`config.mk`:
```
export PLATFORM = sky130hd
export DESIGN_NAME = dma_chain_walker
export DESIGN_NICKNAME = d
export VERILOG_FILES = /design/src/rtl/dma_walk_pkg.sv /design/src/rtl/dma_desc_regs.sv /design/src/rtl/dma_xfer_cnt.sv /design/src/rtl/dma_chain_walker.sv
export SDC_FILE = /design/constraint.sdc
export NUM_CORES = 1
export LEC_CHECK = 0
export BUFFER_PORTS_ARGS = -buffer_cell sky130_fd_sc_hd__buf_2
export CAP_MARGIN = 20
export CORE_MARGIN = 3
export CORE_UTILIZATION = 25
export DETAILED_ROUTE_END_ITERATION = 7
export PLACE_DENSITY_LB_ADDON = 0.15
export SLEW_MARGIN = 15
export SYNTH_ARGS = -nofsm -noshare
export SYNTH_HDL_FRONTEND = slang
export SYNTH_HIERARCHICAL = 1
export SYNTH_SLANG_ARGS = --single-unit
```
`constraint.sdc`:
```
create_clock -name clk_i -period 6.05 [get_ports clk_i]
set_clock_uncertainty 0.15 [all_clocks]
set_input_delay 0.605 -clock clk_i [delete_from_list [all_inputs] [get_ports clk_i]]
set_output_delay 0.605 -clock clk_i [all_outputs]
set_load 0.03 [all_outputs]
```
`src/rtl/dma_walk_pkg.sv`:
```
`timescale 1ns/1ps
package dma_walk_pkg;
  // control word bit positions (software-visible layout)
  localparam int unsigned OWN_BIT   = 31;
  localparam int unsigned CES_BIT   = 30;
  localparam int unsigned EOR_BIT   = 5;
  localparam int unsigned CHAIN_BIT = 4;
  localparam int unsigned FIRST_BIT = 3;
  localparam int unsigned LAST_BIT  = 2;
  localparam int unsigned NOIRQ_BIT = 1;
  // size word fields
  localparam int unsigned BS1_LSB   = 0;
  localparam int unsigned BS2_LSB   = 13;
  localparam int unsigned BS_W      = 13;

  typedef enum logic [3:0] {
    ST_IDLE, ST_FREQ, ST_FWAIT, ST_STALL,
    ST_RREQ, ST_RWAIT, ST_TXOUT, ST_WXFER, ST_WB
  } walk_st_e;
endpackage

```
`src/rtl/dma_desc_regs.sv`:
```
`timescale 1ns/1ps
module dma_desc_regs #(
  parameter int AW  = 32,
  parameter int DW  = 32,
  parameter int SZW = 13
) (
  input  logic           clk_i,
  input  logic           rst_ni,
  input  logic           ld_i,
  input  logic [1:0]     idx_i,
  input  logic [DW-1:0]  word_i,
  output logic [DW-1:0]  ctl_o,
  output logic [SZW-1:0] size_o,
  output logic [AW-1:0]  buf_o,
  output logic [AW-1:0]  next_o
);
  always_ff @(posedge clk_i or negedge rst_ni) begin
    if (!rst_ni) begin
      ctl_o  <= '0;
      size_o <= '0;
      buf_o  <= '0;
      next_o <= '0;
    end else if (ld_i) begin
      unique case (idx_i)
        2'd0: ctl_o  <= word_i;
        2'd1: size_o <= word_i[SZW-1:0];
        2'd2: buf_o  <= word_i[AW-1:0];
        default: next_o <= word_i[AW-1:0];
      endcase
    end
  end
endmodule

```
`src/rtl/dma_xfer_cnt.sv`:
```
`timescale 1ns/1ps
module dma_xfer_cnt #(
  parameter int AW  = 32,
  parameter int SZW = 13
) (
  input  logic           clk_i,
  input  logic           rst_ni,
  input  logic           clr_i,
  input  logic           inc_i,
  input  logic [SZW-1:0] size_i,
  input  logic [AW-1:0]  base_i,
  output logic [AW-1:0]  addr_o,
  output logic           zero_o,
  output logic           last_o
);
  localparam int CW = SZW - 1;

  logic [CW-1:0] cnt_q;
  logic [CW-1:0] nwords;
  logic [SZW:0]  sz_rnd;

  // round byte count up to whole words
  assign sz_rnd = {1'b0, size_i} + (SZW+1)'(3);
  assign nwords = CW'(sz_rnd >> 2);
  assign zero_o = (nwords == '0);
  assign last_o = (cnt_q == nwords - CW'(1));
  assign addr_o = base_i + AW'({cnt_q, 2'b00});

  always_ff @(posedge clk_i or negedge rst_ni) begin
    if (!rst_ni)    cnt_q <= '0;
    else if (clr_i) cnt_q <= '0;
    else if (inc_i) cnt_q <= cnt_q + CW'(1);
  end
endmodule

```
`src/rtl/dma_chain_walker.sv`:
```
`timescale 1ns/1ps
module dma_chain_walker
  import dma_walk_pkg::*;
#(
  parameter int AW  = 32,
  parameter int DW  = 32,
  parameter int SZW = 13
) (
  input  logic          clk_i,
  input  logic          rst_ni,
  input  logic          start_i,
  input  logic          resume_i,
  input  logic          srst_i,
  input  logic          to_mem_i,
  input  logic [AW-1:0] desc_base_i,
  output logic          mem_req_o,
  output logic          mem_we_o,
  output logic [AW-1:0] mem_addr_o,
  output logic [DW-1:0] mem_wdata_o,
  input  logic          mem_gnt_i,
  input  logic          mem_rvalid_i,
  input  logic [DW-1:0] mem_rdata_i,
  input  logic          rx_valid_i,
  input  logic [DW-1:0] rx_data_i,
  output logic          rx_ready_o,
  output logic          tx_valid_o,
  output logic [DW-1:0] tx_data_o,
  input  logic          tx_ready_i,
  output logic          busy_o,
  output logic          unavail_o,
  output logic          irq_o
);
  localparam logic [AW-1:0] DESC_STEP = AW'(4 * (DW / 8));
  localparam logic [DW-1:0] OWN_MASK  = DW'(1) << OWN_BIT;

  walk_st_e      st_q;
  logic [1:0]    fidx_q;
  logic [AW-1:0] desc_addr_q;
  logic          dir_q;
  logic          irq_q;
  logic [DW-1:0] txd_q;

  logic [DW-1:0]  ctl_w;
  logic [SZW-1:0] size_w;
  logic [AW-1:0]  buf_w, next_w, xfer_addr;
  logic           xfer_zero, xfer_last;
  logic           fetch_ld, cnt_clr, cnt_inc;

  assign fetch_ld = (st_q == ST_FWAIT) && mem_rvalid_i;
  assign cnt_clr  = (st_q == ST_FWAIT);
  assign cnt_inc  = ((st_q == ST_WXFER) && rx_valid_i && mem_gnt_i) ||
                    ((st_q == ST_TXOUT) && tx_ready_i);

  dma_desc_regs #(.AW(AW), .DW(DW), .SZW(SZW)) u_desc (
    .clk_i  (clk_i),
    .rst_ni (rst_ni),
    .ld_i   (fetch_ld),
    .idx_i  (fidx_q),
    .word_i (mem_rdata_i),
    .ctl_o  (ctl_w),
    .size_o (size_w),
    .buf_o  (buf_w),
    .next_o (next_w)
  );

  dma_xfer_cnt #(.AW(AW), .SZW(SZW)) u_cnt (
    .clk_i  (clk_i),
    .rst_ni (rst_ni),
    .clr_i  (cnt_clr),
    .inc_i  (cnt_inc),
    .size_i (size_w),
    .base_i (buf_w),
    .addr_o (xfer_addr),
    .zero_o (xfer_zero),
    .last_o (xfer_last)
  );

  always_comb begin
    mem_req_o   = 1'b0;
    mem_we_o    = 1'b0;
    mem_addr_o  = '0;
    mem_wdata_o = '0;
    unique case (st_q)
      ST_FREQ: begin
        mem_req_o  = 1'b1;
        mem_addr_o = desc_addr_q + AW'({fidx_q, 2'b00});
      end
      ST_RREQ: begin
        mem_req_o  = 1'b1;
        mem_addr_o = xfer_addr;
      end
      ST_WXFER: begin
        mem_req_o   = rx_valid_i;
        mem_we_o    = 1'b1;
        mem_addr_o  = xfer_addr;
        mem_wdata_o = rx_data_i;
      end
      ST_WB: begin
        mem_req_o   = 1'b1;
        mem_we_o    = 1'b1;
        mem_addr_o  = desc_addr_q;
        mem_wdata_o = ctl_w & ~OWN_MASK;
      end
      default: ;
    endcase
  end

  assign rx_ready_o = (st_q == ST_WXFER) && mem_gnt_i;
  assign tx_valid_o = (st_q == ST_TXOUT);
  assign tx_data_o  = txd_q;
  assign busy_o     = (st_q != ST_IDLE);
  assign unavail_o  = (st_q == ST_STALL);
  assign irq_o      = irq_q;

  always_ff @(posedge clk_i or negedge rst_ni) begin
    if (!rst_ni) begin
      st_q        <= ST_IDLE;
      fidx_q      <= '0;
      desc_addr_q <= '0;
      dir_q       <= 1'b0;
      irq_q       <= 1'b0;
      txd_q       <= '0;
    end else if (srst_i) begin
      st_q  <= ST_IDLE;
      irq_q <= 1'b0;
    end else begin
      irq_q <= 1'b0;
      unique case (st_q)
        ST_IDLE: if (start_i) begin
          desc_addr_q <= desc_base_i;
          dir_q       <= to_mem_i;
          fidx_q      <= '0;
          st_q        <= ST_FREQ;
        end
        ST_FREQ: if (mem_gnt_i) st_q <= ST_FWAIT;
        ST_FWAIT: if (mem_rvalid_i) begin
          if (fidx_q == 2'd0 && !mem_rdata_i[OWN_BIT]) st_q <= ST_STALL;
          else if (fidx_q == 2'd3)
            st_q <= xfer_zero ? ST_WB : (dir_q ? ST_WXFER : ST_RREQ);
          else begin
            fidx_q <= fidx_q + 2'd1;
            st_q   <= ST_FREQ;
          end
        end
        ST_STALL: if (resume_i) begin
          fidx_q <= '0;
          st_q   <= ST_FREQ;
        end
        ST_RREQ:  if (mem_gnt_i) st_q <= ST_RWAIT;
        ST_RWAIT: if (mem_rvalid_i) begin
          txd_q <= mem_rdata_i;
          st_q  <= ST_TXOUT;
        end
        ST_TXOUT: if (tx_ready_i) st_q <= xfer_last ? ST_WB : ST_RREQ;
        ST_WXFER: if (rx_valid_i && mem_gnt_i && xfer_last) st_q <= ST_WB;
        ST_WB: if (mem_gnt_i) begin
          irq_q <= !ctl_w[NOIRQ_BIT] || ctl_w[LAST_BIT];
          if (ctl_w[LAST_BIT]) st_q <= ST_IDLE;
          else begin
            desc_addr_q <= ctl_w[CHAIN_BIT] ? next_w : desc_addr_q + DESC_STEP;
            fidx_q      <= '0;
            st_q        <= ST_FREQ;
          end
        end
        default: st_q <= ST_IDLE;
      endcase
    end
  end
endmodule

```
==> impl_metrics.py <==
metrics = {
    "sta": {
        "max-slew-margin-rel_pct": 26.8,
        "fmax_mhz": 218,
        "finalSetupTns_ns": 0,
        "min_period_ns": 4.59,
        "whs_ns": 0.236,
        "tightest_slew_ns": 1.10,
        "period_share_pct": 75.9,
        "setup_viol": 0,
        "hold_violations": 0,
        "rsz0062_at_grt": "no",
        "slew_violations": 0,
    },
    "detailed_routing": {
        "vias": 9917,
        "post-route-drc-count": 0,
        "drtIter0Drc": 824,
        "wirelength_mm": 43.1,
        "first_pass_iters": 8,
        "ant_nets": 0,
        "avgRoutedWirePerCell_um": 22.6,
        "viasPerCell": 5.21,
    },
    "floorplanning": {
        "rows": 77,
        "dieHeight_um": 220,
        "die_area_um2": 48300,
        "io_pins": 209,
        "coreArea_um2": 44700,
        "die_w_um": 220,
        "initial_core_util_pct": 25.5,
    },
    "clock_tree": {
        "cts_root_buf": "clkbuf_16",
        "cts_max_level": 4,
        "cts_sinks": 192,
        "post-cts-setup-buffer-count": 0,
        "cts_resized": 0,
        "insertion_delay_ns": 0.45,
        "tritoncts": "built",
        "numCtsBuffers": 17,
        "holdBufCountCts": 1,
        "clk_pin_slew_ns": 0.08,
        "clock_path_buffers": 2,
    },
    "global_route": {
        "grt_use_total_pct": 17.5,
        "grt_pass1_wl_mm": 62.9,
        "antenna_found_initial": 6,
        "grt_start_max_net_pins": 150,
        "grt_pass1_vias": 9365,
        "overflow": 0,
    },
    "logic_synthesis": {
        "yosys_warnings": 6,
        "syn_inst": 1131,
        "syn-num-nets": 1258,
        "syn-mean-instance-area_um2": 10.1,
        "syn_area_um2": 11400,
    },
    "placement": {
        "gp_congestion": 0.889,
        "portBuffers": 208,
        "dp_hpwl_mm": 31.3,
    },
    "power": {
        "finalPower_mw": 5.10,
        "power_density_nw_per_um2": 374,
        "switchingPower_mw": 2.12,
        "seqPwrFrac_pct": 43.4,
        "swShare_pct": 41.6,
        "p_clk_share_pct": 22.8,
        "irDropWorstVdd_uv": 165,
        "p_int_mw": 2.98,
        "comb_power_share_pct": 33.8,
        "p_leak_nw": 6.23,
    },
    "cells_and_area": {
        "area_growth_pct": 19.5,
        "fin_nets": 1423,
        "drive_above_1_share_pct": 32.2,
        "finalCoreUtilization_pct": 30.5,
    },
    "critical_path": {
        "cp_data_required_time_ns": 5.29,
        "crit_path_end_kind": "primary output",
        "critical_path_class": "reg -> out",
        "worst_setup_path_start_kind": "flop",
        "worstPathCellList": "ha_1 > inv_1 > fa_1 > nor2b_1 > o31a_1 > o21ai_1 > a21oi_1 > nand3_1 > xnor2_1 > a22oi_1 > o21ai_0 > buf_2",
        "critPathMaxFanout": 9,
        "path_delay_family": "compound AO/OA/AOI/OAI gates",
        "cpMaxStageDelayCell": "a21oi_1",
        "worstPathArrival_ns": 3.84,
        "slowest_delay_ns": 0.84,
        "critPathBufInv": 2,
    },
    "job": {
        "max-cap-violations": 0,
    },
    "run_status": {
        "status": "finished clean",
    },
    "hold_path": {
        "hp-class": "in -> reg",
    },
}
[stage by stage]
step                cells  setup slack (ns)  area [µm²]
CTS                  1901              1.46       13600
finish               1904              1.46       13600
global route         1902              1.20       13600
global placement     1868              1.99       13000
floorplan            1131              2.52       11400
detailed placement   1868              1.96       13000
[path summary, 6_finish.rpt]
check / from / endpoint / slack (ns) / depth (start not counted)
setup / recovery: u_cnt/cnt_q[0]$_DFFE_PN0P_ / mem_addr_o[28] / 1.46 / 12
hold reg to reg: tx_data_o[18]$_DFFE_PN0P_ / tx_data_o[18]$_DFFE_PN0P_ / 0.35 / 1
max in group asynchronous: rst_ni / tx_data_o[24]$_DFFE_PN0P_ / 3.99 / 3
min in group asynchronous: rst_ni / desc_addr_q[20]$_DFFE_PN0P_ / 0.50 / 2
hold / removal: to_mem_i / dir_q$_DFFE_PN0P_ / 0.24 / 2
setup reg to reg: u_desc/size_o[0]$_DFFE_PN0P_ / st_q[0]$_DFFE_PN0P_ / 2.12 / 14
[cell usage in the layout (no fill, tap or decap), drive strengths merged, types with 8 or more instances in the layout]
| master | count |
|---|---|
| o211ai | 15 |
| nand4 | 18 |
| a31oi | 16 |
| or3 | 8 |
| and2 | 8 |
| clkbuf | 20 |
| a22o | 36 |
| nor4 | 14 |
| xor2 | 20 |
| dfrtp | 192 |
| xnor2 | 41 |
| nor2 | 56 |
| a21oi | 42 |
| and4 | 8 |
| and3 | 14 |
| a22oi | 18 |
| ha | 19 |
| buf | 223 |
| o21ai | 77 |
| mux2 | 142 |
| nor3 | 23 |
| or4 | 8 |
| o311ai | 13 |
| nand2 | 91 |
| nor2b | 11 |
| mux2i | 10 |
| nand3 | 36 |
| inv | 25 |
[flip-flops by register name, summed over array words and instances, names as in the netlist]
name / count
irq_o: 1
fidx_q: 2
tx_data_o: 32
u_desc/size_o: 13
u_desc/next_o: 32
u_desc/buf_o: 32
dir_q: 1
u_cnt/cnt_q: 12
u_desc/ctl_o: 31
desc_addr_q: 32
st_q: 4
[power groups by stage]
| stage | combinational [mW] | clock [mW] | sequential (mW) |
|---|---|---|---|
| global route | 1.89 | 1.25 | 2.28 |
| CTS | 1.73 | 1.20 | 2.20 |
| floorplan | 1.41 | 0 | 1.88 |
| finish | 1.72 | 1.16 | 2.21 |
| global placement | 1.71 | 0 | 2.22 |
| detailed placement | 1.72 | 0 | 2.21 |
[layer usage]
metal	track usage, %	share of wire, %	vias up
met2	24.7	41	317
met5	0	0.030	-
met4	3.35	1.1	2
met1	27.3	51	5008
li1	-	-	4568
met3	3.76	6.4	22
[area by class of cell]
type                       instances  area (µm²)
timing repair buffer             225        1190
multi-input combinational        840        6240
antenna                            3        7.51
fill                            4765       31100
tap                              592         741
sequential                       192        4800
clock buffer                      19         433
inverter                          20        75.1
clock inverter                    13         150
(Power assumes the default switching activity.)
